<file path="src/rtl/gdseq_pkg.sv">
package gdseq_pkg;
  typedef enum logic [2:0] {
    GM_HOLD   = 3'b000,
    GM_SRC    = 3'b001,
    GM_SNK    = 3'b010,
    GM_STRONG = 3'b011
  } gate_mode_e;

  typedef enum logic [1:0] {
    PH_IDLE  = 2'd0,
    PH_ON    = 2'd1,
    PH_DISCH = 2'd2,
    PH_DEAD  = 2'd3
  } phase_e;

  localparam int NUM_GATES = 2;
  localparam logic SIDE_HI = 1'b0;
  localparam logic SIDE_LO = 1'b1;
endpackage

</file>
<file path="src/rtl/gdseq_window.sv">
module gdseq_window #(
  parameter int CNT_W = 8
) (
  input  logic             clk,
  input  logic             rst_n,
  input  logic             restart,
  input  logic [CNT_W-1:0] len,
  output logic             win_open,
  output logic             win_last
);
  localparam int EXT_W = CNT_W + 1;

  logic [CNT_W-1:0] cnt_q;
  logic             run_q;
  logic [EXT_W-1:0] cnt_next_ext;

  assign cnt_next_ext = {1'b0, cnt_q} + EXT_W'(1);
  assign win_open     = run_q;
  assign win_last     = run_q && (cnt_next_ext >= {1'b0, len});

  always_ff @(posedge clk) begin
    if (!rst_n) begin
      run_q <= 1'b0;
      cnt_q <= '0;
    end else if (restart) begin
      run_q <= 1'b1;
      cnt_q <= '0;
    end else if (run_q) begin
      if (win_last) run_q <= 1'b0;
      else          cnt_q <= cnt_q + CNT_W'(1);
    end
  end

  AST_WIN_RESTART: assert property (@(posedge clk) disable iff (!rst_n)
    restart |=> (run_q && cnt_q == '0));
endmodule

</file>
<file path="src/rtl/gdseq_dead.sv">
module gdseq_dead #(
  parameter int CNT_W = 8
) (
  input  logic             clk,
  input  logic             rst_n,
  input  logic             active,
  input  logic [CNT_W-1:0] len,
  output logic             dead_last
);
  localparam int EXT_W = CNT_W + 1;

  logic [CNT_W-1:0] cnt_q;
  logic [EXT_W-1:0] cnt_next_ext;

  assign cnt_next_ext = {1'b0, cnt_q} + EXT_W'(1);
  assign dead_last    = active && (cnt_next_ext >= {1'b0, len});

  always_ff @(posedge clk) begin
    if (!rst_n)          cnt_q <= '0;
    else if (!active)    cnt_q <= '0;
    else if (!dead_last) cnt_q <= cnt_q + CNT_W'(1);
  end

  AST_DEAD_HOLDS: assert property (@(posedge clk) disable iff (!rst_n)
    (active && !dead_last) |=> (cnt_q != '0));
endmodule

</file>
<file path="src/rtl/gdseq_mode_dec.sv">
module gdseq_mode_dec
  import gdseq_pkg::*;
#(
  parameter int GATE_ID = 0
) (
  input  phase_e     phase,
  input  logic       side,
  input  logic       win_open,
  output logic [2:0] mode
);
  logic own;
  assign own = (side == 1'(GATE_ID));

  always_comb begin
    mode = GM_HOLD;
    unique case (phase)
      PH_ON: begin
        if (win_open) mode = own ? GM_SRC : GM_STRONG;
      end
      PH_DISCH, PH_DEAD: begin
        if (win_open && own) mode = GM_SNK;
      end
      default: mode = GM_HOLD;
    endcase
  end
endmodule

</file>
<file path="src/rtl/gdseq_top.sv">
module gdseq_top
  import gdseq_pkg::*;
#(
  parameter int CNT_W = 8
) (
  input  logic             clk,
  input  logic             rst_n,
  input  logic             cmd_hi,
  input  logic             cmd_lo,
  input  logic             hi_vgs_ok,
  input  logic             lo_vgs_ok,
  input  logic [CNT_W-1:0] dead_len,
  input  logic [CNT_W-1:0] win_len,
  input  logic             fault_clr,
  output logic [2:0]       mode_hi,
  output logic [2:0]       mode_lo,
  output logic             gd_fault
);
  logic                 cmd_hi_q, cmd_lo_q;
  logic                 toggle;
  logic [NUM_GATES-1:0] want;
  logic [NUM_GATES-1:0] vgs_ok;
  phase_e               phase_q, phase_d;
  logic                 side_q, side_d;
  logic                 win_open, win_last, dead_last;
  logic                 fault_q, fault_set;
  logic [2:0]           mode_vec [NUM_GATES];

  // Simultaneous commands count as both off.
  assign want[SIDE_HI] = cmd_hi & ~cmd_lo;
  assign want[SIDE_LO] = cmd_lo & ~cmd_hi;
  assign vgs_ok        = {lo_vgs_ok, hi_vgs_ok};
  assign toggle        = (cmd_hi ^ cmd_hi_q) | (cmd_lo ^ cmd_lo_q);

  always_ff @(posedge clk) begin
    if (!rst_n) begin
      cmd_hi_q <= 1'b0;
      cmd_lo_q <= 1'b0;
    end else begin
      cmd_hi_q <= cmd_hi;
      cmd_lo_q <= cmd_lo;
    end
  end

  gdseq_window #(.CNT_W(CNT_W)) u_window (
    .clk      (clk),
    .rst_n    (rst_n),
    .restart  (toggle),
    .len      (win_len),
    .win_open (win_open),
    .win_last (win_last)
  );

  gdseq_dead #(.CNT_W(CNT_W)) u_dead (
    .clk       (clk),
    .rst_n     (rst_n),
    .active    (phase_q == PH_DEAD),
    .len       (dead_len),
    .dead_last (dead_last)
  );

  always_comb begin
    phase_d = phase_q;
    side_d  = side_q;
    unique case (phase_q)
      PH_IDLE: begin
        if (want[SIDE_HI]) begin
          phase_d = PH_ON;
          side_d  = SIDE_HI;
        end else if (want[SIDE_LO]) begin
          phase_d = PH_ON;
          side_d  = SIDE_LO;
        end
      end
      PH_ON: begin
        if (!want[side_q]) phase_d = PH_DISCH;
      end
      PH_DISCH: begin
        if (want[side_q])        phase_d = PH_ON;
        else if (!vgs_ok[side_q]) phase_d = PH_DEAD;
      end
      PH_DEAD: begin
        if (dead_last) begin
          if (want[SIDE_HI]) begin
            phase_d = PH_ON;
            side_d  = SIDE_HI;
          end else if (want[SIDE_LO]) begin
            phase_d = PH_ON;
            side_d  = SIDE_LO;
          end else begin
            phase_d = PH_IDLE;
          end
        end
      end
      default: phase_d = PH_IDLE;
    endcase
  end

  always_ff @(posedge clk) begin
    if (!rst_n) begin
      phase_q <= PH_IDLE;
      side_q  <= SIDE_HI;
    end else begin
      phase_q <= phase_d;
      side_q  <= side_d;
    end
  end

  assign fault_set = win_last && !toggle &&
                     ((want[SIDE_HI] && !vgs_ok[SIDE_HI]) ||
                      (want[SIDE_LO] && !vgs_ok[SIDE_LO]));

  always_ff @(posedge clk) begin
    if (!rst_n) fault_q <= 1'b0;
    else        fault_q <= (fault_q & ~fault_clr) | fault_set;
  end

  assign gd_fault = fault_q;

  for (genvar g = 0; g < NUM_GATES; g++) begin : g_dec
    gdseq_mode_dec #(.GATE_ID(g)) u_dec (
      .phase    (phase_q),
      .side     (side_q),
      .win_open (win_open),
      .mode     (mode_vec[g])
    );
  end

  assign mode_hi = mode_vec[SIDE_HI];
  assign mode_lo = mode_vec[SIDE_LO];

  AST_DISCH_UNTIL_LOW: assert property (@(posedge clk) disable iff (!rst_n)
    (phase_q == PH_DISCH && !want[side_q] && vgs_ok[side_q]) |=> (phase_q == PH_DISCH));
  AST_HI_SRC_LO_STRONG: assert property (@(posedge clk) disable iff (!rst_n)
    (mode_hi == 3'b001) |-> (mode_lo == 3'b011));
  AST_LO_SRC_HI_STRONG: assert property (@(posedge clk) disable iff (!rst_n)
    (mode_lo == 3'b001) |-> (mode_hi == 3'b011));
  AST_SRC_IN_WINDOW: assert property (@(posedge clk) disable iff (!rst_n)
    ((mode_hi == 3'b001) || (mode_lo == 3'b001)) |-> win_open);
  AST_FAULT_STICKY: assert property (@(posedge clk) disable iff (!rst_n)
    (gd_fault && !fault_clr) |=> gd_fault);
  AST_BOTH_HIGH_NO_ON: assert property (@(posedge clk) disable iff (!rst_n)
    (cmd_hi && cmd_lo) |=> (phase_q != PH_ON));
endmodule

</file>
<file path="config.mk">
export PLATFORM = sky130hd
export DESIGN_NAME = gdseq_top
export DESIGN_NICKNAME = d
export VERILOG_FILES = /design/src/rtl/gdseq_pkg.sv /design/src/rtl/gdseq_window.sv /design/src/rtl/gdseq_dead.sv /design/src/rtl/gdseq_mode_dec.sv /design/src/rtl/gdseq_top.sv
export SDC_FILE = /design/constraint.sdc
export NUM_CORES = 1
export LEC_CHECK = 0
export ABC_AREA = 1
export BUFFER_PORTS_ARGS = -buffer_cell sky130_fd_sc_hd__buf_2
export CAP_MARGIN = 25
export CORE_UTILIZATION = 25
export CTS_BUF_LIST = sky130_fd_sc_hd__clkbuf_8
export DETAILED_ROUTE_END_ITERATION = 8
export HOLD_SLACK_MARGIN = 0.03
export PLACE_DENSITY = 0.44
export SETUP_SLACK_MARGIN = 0.15
export SLEW_MARGIN = 20
export SYNTH_ARGS = -nofsm -noshare
export SYNTH_HDL_FRONTEND = slang
export SYNTH_SLANG_ARGS = --single-unit
</file>
<file path="constraint.sdc">
create_clock -name clk -period 3.6 [get_ports clk]
set_input_delay 0.18 -clock clk [delete_from_list [all_inputs] [get_ports clk]]
set_output_delay 0.18 -clock clk [all_outputs]
set_load 0.005 [all_outputs]
</file>
# Word level (Yosys, flattened, before mapping)
# Cells that the tools add are included.
[classes] n_eq_ne=7 n_mux=28 reduce_logical=20 bitwise_logic=13 add_sub_neg=4 order_cmp=3
[ops] cell="two-way mux 2 bit" n=10
[ops] cell="adder 8 x 1 -> 9 bit, second input constant" n=2
[ops] cell="greater-or-equal comparator 9 x 8 -> 1 bit" n=2
[ops] cell="adder 8 x 1 -> 8 bit, second input constant" n=2
[ops] cell="two-way mux 1 bit" n=12
[ops] cell="one-hot mux 3 bit (2 select lines)" n=2
[ops] cell="logical AND 1 bit" n=8
[ops] cell="one-hot mux 2 bit (4 select lines)" n=1
[ops] cell="two-way mux 3 bit" n=2
[ops] cell="inequality test 3 bit, second input constant" n=2
[ops] cell="NOT 1 bit" n=6
[ops] cell="AND reduction 2 bit" n=3
[ops] cell="== test 2 bit, second input constant" n=2
[ops] cell="inequality test 2 bit, second input constant" n=2
[ops] cell="AND reduction 4 bit" n=1
[ops] cell="OR reduction 2 bit" n=2
[ops] cell="bitwise AND 1 bit" n=3
[ops] cell="zero test 1 bit" n=3
[ops] cell="== test 2 x 1 -> 1 bit, second input constant" n=1
[ops] cell="zero test 2 bit" n=1
[ops] cell="< comparator 1 x 2 -> 1 bit, second input constant" n=1
[ops] cell="bitwise OR 1 bit" n=2
[ops] cell="one-hot mux 1 bit (2 select lines)" n=1
[ops] cell="nonzero test 2 bit" n=1
[ops] cell="other kinds (2)" n=3
[totals] reg_bits=23 output_inout_bits=7 inputBits=23 wordCells=83

# Depth between registers and ports, before layout
[depth] word_depth=6 ltp_mapped=16 mapped_depth_nobuf=16

# Modules after synthesis
# A second synthesis with hierarchy kept.
[unflattened] cells_unflattened=309 area_unflattened_um2=2004.4
[modules_own_cells] mod="gdseq_window" seq_area_each_um2=180.2 instances=1 area_each_um2=819.5 cells_each=126
[modules_own_cells] mod="gdseq_dead" seq_area_each_um2=160.2 instances=1 area_each_um2=666.9 cells_each=99
[modules_own_cells] mod="gdseq_top" seq_area_each_um2=120.1 instances=1 area_each_um2=420.4 cells_each=63
[modules_own_cells] mod="gdseq_mode_dec at g_dec[0].u_dec" seq_area_each_um2=0.0 instances=1 area_each_um2=48.8 cells_each=11
[modules_own_cells] mod="gdseq_mode_dec at g_dec[1].u_dec" seq_area_each_um2=0.0 instances=1 area_each_um2=48.8 cells_each=10

# Least setup slack after synthesis
# Ideal clock, no wire load.
[synth_timing] path_kind="register to register" start="register u_window.cnt_q[0]" end="register u_window.cnt_q[2]" t_required_ns=3.536 stages_incl_launch_ff=15 arrival_ns=2.191 setup_time_ns=0.064 path_slack_ns=1.344 path_cell_list="dfxtp_1 > ha_1 > nand3_2 > nor2_4 > xor2_1 > inv_1 > ha_1 > a21oi_1 > nand3b_2 > nand2_2 > nor2_4 > nand3_4 > nor2_8 > nor2_1 > nor2_1"
[synth_between] elab_chain_len=5 elab_cells_between_ends=6 classes_between="add/sub: 2; order compare: 1; bitwise: 1; reduce/logical: 2"
[synth_lines] element="start: declaration" line="gdseq_window.sv:13" source="logic [CNT_W-1:0] cnt_q;"
[synth_lines] element="start signal: assignment" line="gdseq_window.sv:30" source="else cnt_q <= cnt_q + CNT_W'(1);"
[synth_lines] element="adder 8 x 1 -> 9 bit" line="gdseq_window.sv:17" source="assign cnt_next_ext = {1'b0, cnt_q} + EXT_W'(1);"
[synth_lines] element="named net u_window.cnt_next_ext[6]" line="gdseq_window.sv:15" source="logic [EXT_W-1:0] cnt_next_ext;"
[synth_lines] element="greater-or-equal comparator 9 x 8 -> 1 bit" line="gdseq_window.sv:19" source="assign win_last = run_q && (cnt_next_ext >= {1'b0, len});"
[synth_lines] element="logical AND 1 bit" line="gdseq_window.sv:19"
[synth_lines] element="NOT 1 bit (no source line)"
[synth_lines] element="AND reduction 2 bit (no source line)"
# The timed path passes the listed nets, and every way through them passes these cells.
# A chain may end at the register's enable or synchronous reset.

# Worst setup path in the final report
[layout_timing] start="register u_window.cnt_q[0]" end="register u_window.cnt_q[6]"
# The elaborated chain is that of the path after synthesis.

==> impl_metrics.tcl <==
set metrics [dict create \
    status "finished clean" \
    synth_top_family_by_area "simple AND/OR/NAND/NOR gates" \
    cts.path.max_buffers 2 \
    grt_first_pass_wirelength_um 6390 \
    synth_xor_area_share_pct 6.14 \
    cp.required_ns 3.81 \
    min_path_type "primary input to flop" \
    initialDrtViolationCount 20 \
    cts-buffers-inserted 3 \
    synth_compound_area_share_pct 9.17 \
    die_height_um 88.2 \
    ys_seq_elements 23 \
    synthMostInstantiatedCell "nand2_1" \
    power.density_mw_per_mm2 310 \
    final_core_util_pct 29.7 \
    clock_latency_ns 0.26 \
    final_nets 349 \
    synth_top_area_share_pct 24.8 \
    worst_setup_path_start_kind "flop" \
    syn2layout_area_growth_pct 15.4 \
    post_cts_buffers 0 \
    cp.arrival_ns 2.76 \
    synth_cells 277 \
    total_power_mw 0.665 \
    power.leakage_nw 1.12 \
    antenna_cells 0 \
    die_area_mm2 0.00777 \
    dp_hpwl_um 3140 \
    critical_path.max_fanout 9 \
    route.detailed.drc 0 \
    period_minus_slack_ns 2.55 \
    hold_violations 0 \
    finalSetupTns_ns 0 \
    grt_start_max_net_pins 15 \
    initial_core_util_pct 25.7 \
    worst-path-buf-inv 1 \
    routed_wl_um 3780 \
    core.rowCount 31 \
    rsz0062_at_grt "no" \
    core_mm2 0.00721 \
    drive_gt1_share_pct 14.4 \
    cp-end-kind "flop" \
    drt-vias-per-instance 4.13 \
    critPathTopFamily "simple AND/OR/NAND/NOR gates" \
    synth_flop_cell "dfxtp_1" \
    clk_pin_slew_worst_paths_ns 0.09 \
    post_cts_resized 0 \
    peakVddDrop_mv 0.141 \
    fin_crit_sh_pct 70.8 \
    portBuffers 27 \
    cts_root_buf "clkbuf_8" \
    cts_hold_buf 0 \
    cp_slowest_cell "dfxtp_1" \
    dpl-instance-area_mm2 0.00209 \
    slew_viol_final 0 \
    maxCapViolCount 0 \
    ios 30 \
    antenna_found_initial 0 \
    gp_congestion 0.796 \
    cts_tree "built" \
    synth_area_per_cell_um2 6.70 \
    critical_path_class "flop to flop" \
    grt_overflow 0 \
    dieWidth_um 88.2 \
    finClkSkew_ns 0.00412 \
    critPathMaxStageDelay_ns 0.42 \
    drt-wirelength-per-cell_um 9.34 \
    yosys-top-cells-count "nand2_1 (57), inv_1 (52), nor2_1 (35)" \
    grt_pass1_vias 1555 \
    post_synth_instance_area_mm2 0.00186 \
    synth_mux_area_share_pct 0 \
    setup_violations 0 \
    crit_chain "ha_1, nand3_2, nor2_4, xor2_1, inv_1, ha_1, a21oi_1, nand3b_2, nand2_2, nor2_4, nand3_4, nor2_8, nor2_1, nor2_1" \
    yosys.area.top_type "dfxtp_1" \
    fin_area_mm2 0.00214 \
    fill_cells 842 \
    htree_levels 1 \
    grt_use_total_pct 10.3 \
    tightest_slew_ns 0.564 \
    relSlewSlack_pct 62.2 \
    first_pass_iters 4 \
    synth_edf_count 0 \
    drtAntennaViolNets 0 \
    clock-sinks 23 \
    synthAdderAreaFrac_pct 13.5 \
    seq_area_frac_synth_pct 24.8 \
    netlist_top_cells_area "dfxtp_1 (25%), ha_1 (13%), nand2_1 (12%), inv_1 (11%), nor2_1 (7.1%)" \
    fmax_mhz 392 \
    synthArstFlopShare_pct 0 \
    yosys.area_share.simple_pct 33.9 \
    via_count 1670 \
    synth_cell_type_count 30 \
    synth_warnings 0 \
]
[state kept, by name (all words and copies together), names as in the netlist]
name	cells
cmd_hi_q	1
u_window.win_open	1
u_dead.cnt_q	8
side_q	1
phase_q	2
cmd_lo_q	1
gd_fault	1
u_window.cnt_q	8
[worst min-delay path, cell delays in order]
cell and delay [ns]:
buf_2 0.12, nand2_1 0.05, inv_1 0.04
[through the flow]
step | worst slack [ns] | cells | hold WS, ns
final | 1.05 | 404 | 0.152
after floorplan | 1.34 | 278 | 0.273
after detailed placement | 1.04 | 400 | 0.425
after global routing | 0.716 | 404 | 0.155
after global placement | 1.02 | 400 | 0.425
after CTS | 1.01 | 404 | 0.144
[power breakdown]
part / leakage, nW / switching, mW / internal [mW] / total, mW
combinational: 0.912 / 0.122 / 0.0789 / 0.201
clock: 0.0217 / 0.0892 / 0.0783 / 0.167
sequential: 0.187 / 0.0233 / 0.273 / 0.297
[logic make-up after synthesis]
group           Yosys count
compound gates           29
simple gates            133
fa+ha+maj                20
buf+inv                  58
xor+xnor                 13
other cells               1
flops                    23
[final timing paths]
| check | cells past startpoint | slack [ns] | end | startpoint |
|---|---|---|---|---|
| setup / recovery | 14 | 1.05 | u_window.cnt_q[6]$_SDFFE_PP0P_ | u_window.cnt_q[0]$_SDFFE_PP0P_ |
| hold / removal | 3 | 0.15 | cmd_lo_q$_SDFF_PN0_ | cmd_lo |
| setup reg to reg | 14 | 1.05 | u_window.cnt_q[6]$_SDFFE_PP0P_ | u_window.cnt_q[0]$_SDFFE_PP0P_ |
| hold reg to reg | 2 | 0.48 | gd_fault$_SDFF_PN0_ | gd_fault$_SDFF_PN0_ |
[layout make-up]
class                      instances  area (µm²)  area share [%]
inverter                          54         203            9.47
tap                               99         124            5.79
sequential                        23         460            21.5
clock buffer                       3        41.3            1.93
timing repair buffer              27         135            6.31
clock inverter                     1        7.51           0.351
multi-input combinational        197        1170            54.6
[cell usage in the layout, fill, tap and decap left out, drive strengths merged, types with 8 or more instances in the layout]
cell	count
inv	53
dfxtp	23
nand4	12
ha	20
xor2	8
buf	27
nor2	38
nand2	61
nand3	17
a21oi	17
[routing by layer]
layer | vias up | global-route usage [%] | wire length (µm)
met2 | 23 | 19.0 | 1840
met3 | 4 | 1.51 | 95
met4 | 0 | 3.08 | 43
met1 | 710 | 12.3 | 1800
met5 | - | 0 | 0
li1 | 933 | - | -
(Power assumes the default switching activity.)
